`src/rtl/qpsk_mod_pkg.sv`:
```
package qpsk_mod_pkg;

  localparam int LFSR_W = 16;

  // One step of the bit generator; the new bit enters at position 0.
  function automatic logic [LFSR_W-1:0] lfsr_step(input logic [LFSR_W-1:0] s);
    return {s[LFSR_W-2:0], s[15] ^ s[13] ^ s[12] ^ s[10]};
  endfunction

  // Which carrier term a sample uses, by phase index mod 4.
  typedef enum logic [1:0] {
    PH_I_POS = 2'd0,
    PH_Q_POS = 2'd1,
    PH_I_NEG = 2'd2,
    PH_Q_NEG = 2'd3
  } carrier_phase_e;

endpackage

```
`src/rtl/qpsk_bit_source.sv`:
```
module qpsk_bit_source
  import qpsk_mod_pkg::*;
#(
  parameter logic [LFSR_W-1:0] SEED = 16'hACE1
) (
  input  logic clk,
  input  logic rst_n,
  input  logic use_prbs,
  input  logic bit_valid,
  input  logic bit_data,
  output logic bit_ready,
  input  logic pair_take,
  output logic pair_avail,
  output logic pair_i,
  output logic pair_q
);

  logic [1:0]        buf_cnt;
  logic              buf_i, buf_q;
  logic              accept;
  logic [LFSR_W-1:0] lfsr, step1, step2;

  assign bit_ready = !use_prbs && (buf_cnt != 2'd2);
  assign accept    = bit_valid && bit_ready;

  assign step1 = lfsr_step(lfsr);
  assign step2 = lfsr_step(step1);

  assign pair_avail = use_prbs ? 1'b1 : (buf_cnt == 2'd2);
  assign pair_i     = use_prbs ? step1[0] : buf_i;
  assign pair_q     = use_prbs ? step2[0] : buf_q;

  // External pair buffer: first accepted bit is I, second is Q.
  always_ff @(posedge clk) begin
    if (!rst_n) begin
      buf_cnt <= 2'd0;
      buf_i   <= 1'b0;
      buf_q   <= 1'b0;
    end else if (pair_take && !use_prbs) begin
      buf_cnt <= 2'd0;
    end else if (accept) begin
      if (buf_cnt == 2'd0) buf_i <= bit_data;
      else                 buf_q <= bit_data;
      buf_cnt <= buf_cnt + 2'd1;
    end
  end

  // Generator advances two steps per consumed symbol.
  always_ff @(posedge clk) begin
    if (!rst_n)                    lfsr <= SEED;
    else if (pair_take && use_prbs) lfsr <= step2;
  end

  assert_buf_bound_R1: assert property (@(posedge clk) disable iff (!rst_n)
    buf_cnt <= 2'd2);

  assert_take_needs_pair_R6: assert property (@(posedge clk) disable iff (!rst_n)
    pair_take |-> pair_avail);

  assert_lfsr_alive_R7: assert property (@(posedge clk) disable iff (!rst_n)
    lfsr != '0);

endmodule

```
`src/rtl/qpsk_symbol_timer.sv`:
```
module qpsk_symbol_timer #(
  parameter int SPS            = 16,
  parameter int SYMS_PER_BLOCK = 128
) (
  input  logic       clk,
  input  logic       rst_n,
  input  logic       en,
  input  logic       pair_avail,
  output logic       pair_take,
  output logic       step,
  output logic [1:0] phase,
  output logic       blk_last
);

  localparam int K_W = (SPS > 4) ? $clog2(SPS) : 2;
  localparam int S_W = (SYMS_PER_BLOCK > 1) ? $clog2(SYMS_PER_BLOCK) : 1;
  localparam int C_W = $clog2(SPS + 1);

  logic [K_W-1:0] k;
  logic [S_W-1:0] sym;
  logic           at_first, at_last, sym_last;

  assign at_first  = (k == '0);
  assign at_last   = (k == K_W'(SPS - 1));
  assign sym_last  = (sym == S_W'(SYMS_PER_BLOCK - 1));
  assign step      = en && (!at_first || pair_avail);
  assign pair_take = en && at_first && pair_avail;
  assign phase     = k[1:0];
  assign blk_last  = step && at_last && sym_last;

  always_ff @(posedge clk) begin
    if (!rst_n) begin
      k   <= '0;
      sym <= '0;
    end else if (step) begin
      k <= at_last ? '0 : k + K_W'(1);
      if (at_last) sym <= sym_last ? '0 : sym + S_W'(1);
    end
  end

  // Checker: samples issued since the last pair was taken.
  logic [C_W-1:0] since_take;
  always_ff @(posedge clk) begin
    if (!rst_n)         since_take <= C_W'(SPS);
    else if (pair_take) since_take <= C_W'(1);
    else if (step)      since_take <= since_take + C_W'(1);
  end

  assert_hold_len_R3: assert property (@(posedge clk) disable iff (!rst_n)
    pair_take |-> since_take == C_W'(SPS));

endmodule

```
`src/rtl/qpsk_carrier_mixer.sv`:
```
module qpsk_carrier_mixer
  import qpsk_mod_pkg::*;
#(
  parameter int AMP_W = 8,
  parameter int AMP   = 90
) (
  input  logic                    clk,
  input  logic                    rst_n,
  input  logic                    step,
  input  logic                    pair_take,
  input  logic                    pair_i,
  input  logic                    pair_q,
  input  logic [1:0]              phase,
  input  logic                    blk_last,
  output logic                    samp_valid,
  output logic signed [AMP_W:0]   samp,
  output logic                    sym_start,
  output logic                    block_done
);

  localparam int OUT_W = AMP_W + 1;

  function automatic logic [AMP_W-1:0] gain_of(input logic b);
    return b ? AMP_W'(-AMP) : AMP_W'(AMP);
  endfunction

  function automatic logic signed [OUT_W-1:0] carrier_term(
    input logic signed [AMP_W-1:0] gi,
    input logic signed [AMP_W-1:0] gq,
    input logic [1:0]              ph
  );
    logic signed [OUT_W-1:0] ei, eq;
    ei = gi;
    eq = gq;
    case (carrier_phase_e'(ph))
      PH_I_POS: return ei;
      PH_Q_POS: return eq;
      PH_I_NEG: return -ei;
      default:  return -eq;
    endcase
  endfunction

  logic [1:0]            lane_bit;
  logic [1:0][AMP_W-1:0] gain_hold, gain_cur;
  logic [1:0]            samp_phase;

  assign lane_bit = {pair_q, pair_i};

  for (genvar l = 0; l < 2; l++) begin : g_lane
    assign gain_cur[l] = pair_take ? gain_of(lane_bit[l]) : gain_hold[l];
  end

  always_ff @(posedge clk) begin
    if (!rst_n) begin
      gain_hold  <= '0;
      samp_valid <= 1'b0;
      samp       <= '0;
      sym_start  <= 1'b0;
      block_done <= 1'b0;
      samp_phase <= 2'd0;
    end else begin
      gain_hold  <= gain_cur;
      samp_valid <= step;
      samp       <= step ? carrier_term($signed(gain_cur[0]), $signed(gain_cur[1]), phase) : '0;
      sym_start  <= pair_take;
      block_done <= blk_last;
      samp_phase <= phase;
    end
  end

  // Checker: last sample seen at carrier phase 0.
  logic signed [OUT_W-1:0] p0_seen;
  always_ff @(posedge clk) begin
    if (!rst_n)                                p0_seen <= '0;
    else if (samp_valid && samp_phase == 2'd0) p0_seen <= samp;
  end

  assert_amp_R2: assert property (@(posedge clk) disable iff (!rst_n)
    samp_valid |-> (samp == OUT_W'(AMP) || samp == OUT_W'(-AMP)));

  assert_mirror_R4: assert property (@(posedge clk) disable iff (!rst_n)
    (samp_valid && samp_phase == 2'd2) |-> samp == -p0_seen);

  assert_gain_hold_R3: assert property (@(posedge clk) disable iff (!rst_n)
    !pair_take |=> $stable(gain_hold));

  assert_idle_zero_R5: assert property (@(posedge clk) disable iff (!rst_n)
    !samp_valid |-> (samp == '0 && !sym_start && !block_done));

  assert_block_end_R8: assert property (@(posedge clk) disable iff (!rst_n)
    block_done |-> (samp_valid && samp_phase == 2'd3 && !sym_start));

endmodule

```
`src/rtl/qpsk_carrier_mod.sv`:
```
module qpsk_carrier_mod
  import qpsk_mod_pkg::*;
#(
  parameter int                AMP_W          = 8,
  parameter int                AMP            = 90,
  parameter int                SPS            = 16,
  parameter int                SYMS_PER_BLOCK = 128,
  parameter logic [LFSR_W-1:0] SEED           = 16'hACE1
) (
  input  logic                  clk,
  input  logic                  rst_n,
  input  logic                  en,
  input  logic                  use_prbs,
  input  logic                  bit_valid,
  input  logic                  bit_data,
  output logic                  bit_ready,
  output logic                  samp_valid,
  output logic signed [AMP_W:0] samp,
  output logic                  sym_start,
  output logic                  block_done
);

  // Named internal events between the pieces.
  logic       pair_take, pair_avail, pair_i, pair_q;
  logic       step, blk_last;
  logic [1:0] phase;

  qpsk_bit_source #(.SEED(SEED)) u_src (
    .clk        (clk),
    .rst_n      (rst_n),
    .use_prbs   (use_prbs),
    .bit_valid  (bit_valid),
    .bit_data   (bit_data),
    .bit_ready  (bit_ready),
    .pair_take  (pair_take),
    .pair_avail (pair_avail),
    .pair_i     (pair_i),
    .pair_q     (pair_q)
  );

  qpsk_symbol_timer #(.SPS(SPS), .SYMS_PER_BLOCK(SYMS_PER_BLOCK)) u_timer (
    .clk        (clk),
    .rst_n      (rst_n),
    .en         (en),
    .pair_avail (pair_avail),
    .pair_take  (pair_take),
    .step       (step),
    .phase      (phase),
    .blk_last   (blk_last)
  );

  qpsk_carrier_mixer #(.AMP_W(AMP_W), .AMP(AMP)) u_mix (
    .clk        (clk),
    .rst_n      (rst_n),
    .step       (step),
    .pair_take  (pair_take),
    .pair_i     (pair_i),
    .pair_q     (pair_q),
    .phase      (phase),
    .blk_last   (blk_last),
    .samp_valid (samp_valid),
    .samp       (samp),
    .sym_start  (sym_start),
    .block_done (block_done)
  );

endmodule

```
`config.mk`:
```
export PLATFORM = sky130hd
export DESIGN_NAME = qpsk_carrier_mod
export DESIGN_NICKNAME = d
export VERILOG_FILES = /design/src/rtl/qpsk_mod_pkg.sv /design/src/rtl/qpsk_bit_source.sv /design/src/rtl/qpsk_symbol_timer.sv /design/src/rtl/qpsk_carrier_mixer.sv /design/src/rtl/qpsk_carrier_mod.sv
export SDC_FILE = /design/constraint.sdc
export NUM_CORES = 1
export LEC_CHECK = 0
export BUFFER_PORTS_ARGS = -buffer_cell sky130_fd_sc_hd__buf_2
export CORE_AREA = 2 2 112 87
export CTS_CLUSTER_DIAMETER = 40
export CTS_CLUSTER_SIZE = 8
export DETAILED_ROUTE_END_ITERATION = 10
export DIE_AREA = 0 0 114 89
export PLACE_DENSITY = 0.54
export SYNTH_ARGS = -nofsm -noshare
export SYNTH_HDL_FRONTEND = slang
export SYNTH_SLANG_ARGS = --single-unit
```
`constraint.sdc`:
```
create_clock -name clk -period 6.6 [get_ports clk]
set_clock_uncertainty 0.2 [all_clocks]
set_input_delay 0.66 -clock clk [delete_from_list [all_inputs] [get_ports clk]]
set_output_delay 0.66 -clock clk [all_outputs]
set_load 0.01 [all_outputs]
```
* Yosys cells after proc, flatten, opt, wreduce, memory -nomap -nowiden *
Cells that the tools add are included.

cells by class
  equal/unequal tests = 6
  add/subtract/negate cells = 5
  bitwise logic cells = 9
  reductions and logical operators = 20
  muxes and demuxes = 10

operators with widths
  cell                   count
  $mux W8                4
  $pmux W9 S3            1
  $neg A8 Y9             2
  $logic_and A1 B1 Y1    9
  $add A7 B1 Y7 const B  1
  $eq A7 B7 Y1 const B   1
  $mux W7                1
  $reduce_and A3 Y1      2
  $xor A1 B1 Y1          6
  $add A4 B1 Y4 const B  1
  $eq A2 B2 Y1 const B   2
  $eq A4 B4 Y1 const B   1
  $logic_not A2 Y1       2
  $logic_not A4 Y1       1
  $mux W4                1
  $reduce_and A2 Y1      2
  $mux W1                3
  $not A1 Y1             3
  $add A2 B1 Y2 const B  1
  $eq A2 B1 Y1 const B   1
  $logic_not A1 Y1       2
  $ne A2 B2 Y1 const B   1
  $reduce_or A2 Y1       1
  $logic_or A1 B1 Y1     1

storage, ports and cells
  output and inout port bits = 13
  bits in registers = 59
  input bits = 6

* Longest topological paths before layout *
  depth in word-level cells = 8
  depth in mapped cells = 13
  depth with buffers taken out = 12

* Cells and area by module *
A second synthesis with hierarchy kept.

unflattened totals
  cell total of the unflattened synthesis = 344
  area total of the unflattened synthesis = 2919.0 um^2

by module, submodules not included
  module              cells an instance  area each (um^2)  instances
  qpsk_carrier_mixer  167                1430.1            1
  qpsk_bit_source     104                885.8             1
  qpsk_symbol_timer   73                 603.1             1

* Least setup slack after synthesis *
Ideal clock, no wire load.

  path kind = register to register
  start = register u_timer.k[0]
  end = register u_mix.samp[6]
  setup slack = 3825 ps
  period minus slack after synthesis = 2775 ps
  data required time = 6277 ps
  data arrival time = 2452 ps
  path buffers = 1
  cell stages (with the launch flop) = 14
  path through = dfxtp_1 > inv_1 > ha_1 > and4bb_1 > buf_4 > o21ai_2 > nand2_1 > ha_1 > or4b_1 > nor2_1 > and4_1 > a2111oi_0 > o211a_1 > a211oi_1

between the ends
  longest elaborated chain between the ends = 6
  elaborated cells on any way between the ends = 15

RTL lines
  what                              RTL line                                            text
  start, declared                   qpsk_symbol_timer.sv:19                             logic [K_W-1:0] k;
  start signal, assigned            qpsk_symbol_timer.sv:36                             k <= at_last ? '0 : k + K_W'(1);
  $logic_not A4 Y1                  qpsk_symbol_timer.sv:23                             assign at_first = (k == '0);
  $logic_and A1 B1 Y1 (2 in a row)  qpsk_symbol_timer.sv:27                             assign pair_take = en && at_first && pair_avail;
  $mux W8                           qpsk_carrier_mixer.sv:50                            assign gain_cur[l] = pair_take ? gain_of(lane_bit[l]) : gain_hold[l];
  $neg A8 Y9 (on tied branches)     qpsk_carrier_mixer.sv:39, qpsk_carrier_mixer.sv:38
  $pmux W9 S3                       qpsk_carrier_mixer.sv:35                            case (carrier_phase_e'(ph))
  end signal, assigned              qpsk_carrier_mixer.sv:64                            samp <= step ? carrier_term($signed(gain_cur[0]), $signed(gain_cur[1]), phase) : '0;
  end, declared                     qpsk_carrier_mixer.sv:16                            output logic signed [AMP_W:0] samp,

Parallel ways exist; a longest one is shown, timed or not.
A chain may end at the register's enable or synchronous reset.

* Worst setup path after layout *
  start = register u_timer.k[0]
  end = register u_mix.samp[8]

Same word-level chain as after synthesis.

==> impl_results.md <==
- Mapped Nets: 374
- Post-CTS sizing: 0
- Tcrit/Tclk final: 60.81%
- Setup crit start kind: flop
- Initial antenna violation count: 0
- Tot Pwr: 1052 uW
- Hold violation count in the final report: 0
- Pwr dens: 303.3 mW/mm^2
- Vias: 2676
- Power Internal: 725.8 uW
- Setup Buffers After CTS: 0
- Comb pwr share: 21.2%
- Compound-Gate Fraction of Synth Area: 21.74%
- Unrepaired setup endpoints after global routing: false
- CTS tree: yes
- Synth cell count leaders: dfxtp_1 (59), nand2_1 (50), nor2_1 (37)
- Slew Viols, Final: 0
- Crit path kind: reg2reg
- Worst-margin pin slew: 0.8730 ns
- Via density: 5.506
- FP Rows: 30
- Post-synth top area share: 38.28%
- Drt initial violations: 186
- Worst skew pair latency: 0.33 ns
- Fill cells: 929
- Clk network pwr share: 40.6%
- Global-route wire length before repair: 13040 um
- Peak fanout along the critical path: 18
- Top cells by area, synth: dfxtp_1 (38%), nand2_1 (6.1%), nor2_1 (4.5%)
- H-tree Lvls: 3
- # setup viols final: 0
- Clock Sink Count: 59
- Total gr overflow: 0
- Area share of xor/xnor cells in the synthesized design: 6.732%
- Total wire length: 7806 um
- GPL Wtd Cong: 0.8833
- DRC: 0
- Syn avg cell area: 8.595 sq um
- Critical path data arrival time: 4.00 ns
- Die Ht: 89 um
- Bufs on Longest Clock Path: 2
- Relative slew slack: 41.74%
- Avg WL per Cell: 16.06 um
- DIE WIDTH: 114 um
- Switching Share: 31.04%
- Count leader, synth: dfxtp_1
- HPWL after detailed placement: 5319 um
- Adder-cell share of the synthesized area: 3.650%
- Leakage Power: 0.001356 uW
- Port Buffers: 18
- Core area: 0.008934 sq mm
- Mapped Area: 0.003085 sq mm
- Status: finished clean
- Simple logic cell fraction of the synthesized area: 23.20%
- Psw: 326.6 uW
- Io pins: 19
- Vias in the first global route: 2487
- Post-synthesis register bit count: 59
- Max Fclk: 0.2492 GHz
- Fraction of final layout cells sized beyond drive strength 1: 15.51%
- Largest net degree at the start of global routing: 25
- IR drop worst, VDD: 0.1228 mV
- Synthesized instance count: 359
- Worst path required time: 6.59 ns
- Max-Cap Viols: 0
- ANT nets after route: 0
- CTS buffer count: 9
- Number of synthesized flops with an enable pin: 0
- Worst Hold Class: reg2reg
- Antenna cell count: 0
- Synth area leader: dfxtp_1
- Primary FF master, synth: dfxtp_1
- Starting density of the core: 34.54%
- Mux share of post-synthesis cell area: 1.014%
- Final net count: 384
- First-pass DRT Iterations: 4
- Clk root buf: clkbuf_16
- Sequential share of power: 38.2%
- CP Capture Type: flop
- Final setup TNS: 0 ns
- Hold bufs inserted after CTS: 0
- Largest family of logic cells by synthesized area: simple AND/OR/NAND/NOR gates
- CTS clk-pin slew, worst paths: 0.06 ns
- Synth warn: 0
- Global Route Usage Sum: 16.88%
- Seq/Total Area, Yosys: 38.28%
- Area Growth Syn to Fin: 12.45%
- Yosys cell types: 78
- Async S/R FF share, synth: 0%
- Die Footprint: 0.01015 sq mm
- Tmin final: 4.014 ns
[per-stage QoR]
step / util [%] / hold WS (ns) / instance area [sq um] / cells / worst slack, ns
floorplan: - / 0.2287 / 3085 / 359 / 3.825
global placement: 35.71 / 0.2372 / 3191 / 470 / 2.718
finish: 38.84 / 0.2478 / 3470 / 486 / 2.586
detailed placement: 35.71 / 0.2443 / 3191 / 470 / 2.672
global route: 38.84 / 0.2751 / 3470 / 486 / 2.294
CTS: 38.84 / 0.2519 / 3470 / 486 / 2.649
[flip-flops by register name, indices dropped and copies added (netlist names)]
name              count
u_mix.block_done      1
u_mix.gain_hold      16
u_mix.samp            9
u_mix.samp_valid      1
u_mix.sym_start       1
u_src.buf_cnt         2
u_src.buf_i           1
u_src.buf_q           1
u_src.lfsr           16
u_timer.k             4
u_timer.sym           7
[layout make-up]
type / instances / area (sq um) / share of cell area, %
Multi-Input combinational cell: 270 / 1738 / 50.09
Sequential cell: 59 / 1181 / 34.04
Clock buffer: 9 / 225.2 / 6.491
Tap cell: 112 / 140.1 / 4.039
Timing Repair Buffer: 18 / 90.09 / 2.596
Clock inverter: 7 / 53.80 / 1.551
Inverter: 11 / 41.29 / 1.190
[placed cells by master (no fill, tap or decap), types with 3 or more instances in the layout]
| master | n |
|---|---|
| ha_1 | 9 |
| a21oi_1 | 22 |
| o221ai_1 | 4 |
| a221oi_1 | 5 |
| nand3_1 | 14 |
| nand2_1 | 50 |
| a211oi_1 | 3 |
| nor3_1 | 4 |
| nor2_1 | 37 |
| xor2_1 | 9 |
| buf_2 | 18 |
| o211ai_1 | 3 |
| nand2b_1 | 3 |
| o21ai_0 | 10 |
| and3_1 | 5 |
| o21a_1 | 7 |
| clkbuf_16 | 9 |
| and2_1 | 6 |
| inv_1 | 11 |
| xnor2_1 | 11 |
| dfxtp_1 | 59 |
| clkinvlp_4 | 3 |
[power groups by stage]
stage	logic, uW	clock network [uW]	registers, uW
final	223	427	402
after global routing	247	457	405
after CTS	222	440	401
after detailed placement	220	0	409
after global placement	220	0	409
after floorplan	178	0	404
[cells by family (layout without fill, tap and decap cells)]
group                      after synthesis  after routing
and+or+nand+nor                        145            145
AOI/OAI and AO/OA                       91             91
DFF                                     59             59
buffers and inverters                   30             45
xor gates and xnor gates                22             22
adders and majority gates                9              9
muxes                                    3              3
[final timing paths]
kind                            slack, ns                  startpoint                         end  depth (start not counted)
worst min register to register       0.25  u_src.lfsr[1]$_SDFFE_PN0P_  u_src.lfsr[3]$_SDFFE_PN0P_                          2
worst min-delay path                 0.25  u_src.lfsr[1]$_SDFFE_PN0P_  u_src.lfsr[3]$_SDFFE_PN0P_                          2
worst max-delay path                 2.59   u_timer.k[0]$_SDFFE_PN0P_    u_mix.samp[8]$_SDFF_PN0_                         11
worst max register to register       2.59   u_timer.k[0]$_SDFFE_PN0P_    u_mix.samp[8]$_SDFF_PN0_                         11
[metal layers]
layer | GRT usage (%) | vias to the layer above | share of wire [%]
li1 | - | 1313 | -
met5 | 0 | - | 0
met2 | 23.54 | 85 | 39
met1 | 24.19 | 1263 | 52
met4 | 6.430 | 0 | 1.7
met3 | 5.288 | 15 | 7.3
[worst max-delay path: stages, from the launching register on]
cell      delay, ns
dfxtp_1        0.36
inv_1          0.11
ha_1           0.50
and4bb_1       0.76
o21ai_2        0.29
nand2_1        0.18
ha_1           0.21
or4b_1         0.47
o41ai_1        0.38
a21oi_1        0.08
a221oi_1       0.23
o31ai_1        0.09
(Power assumes the default switching activity.)
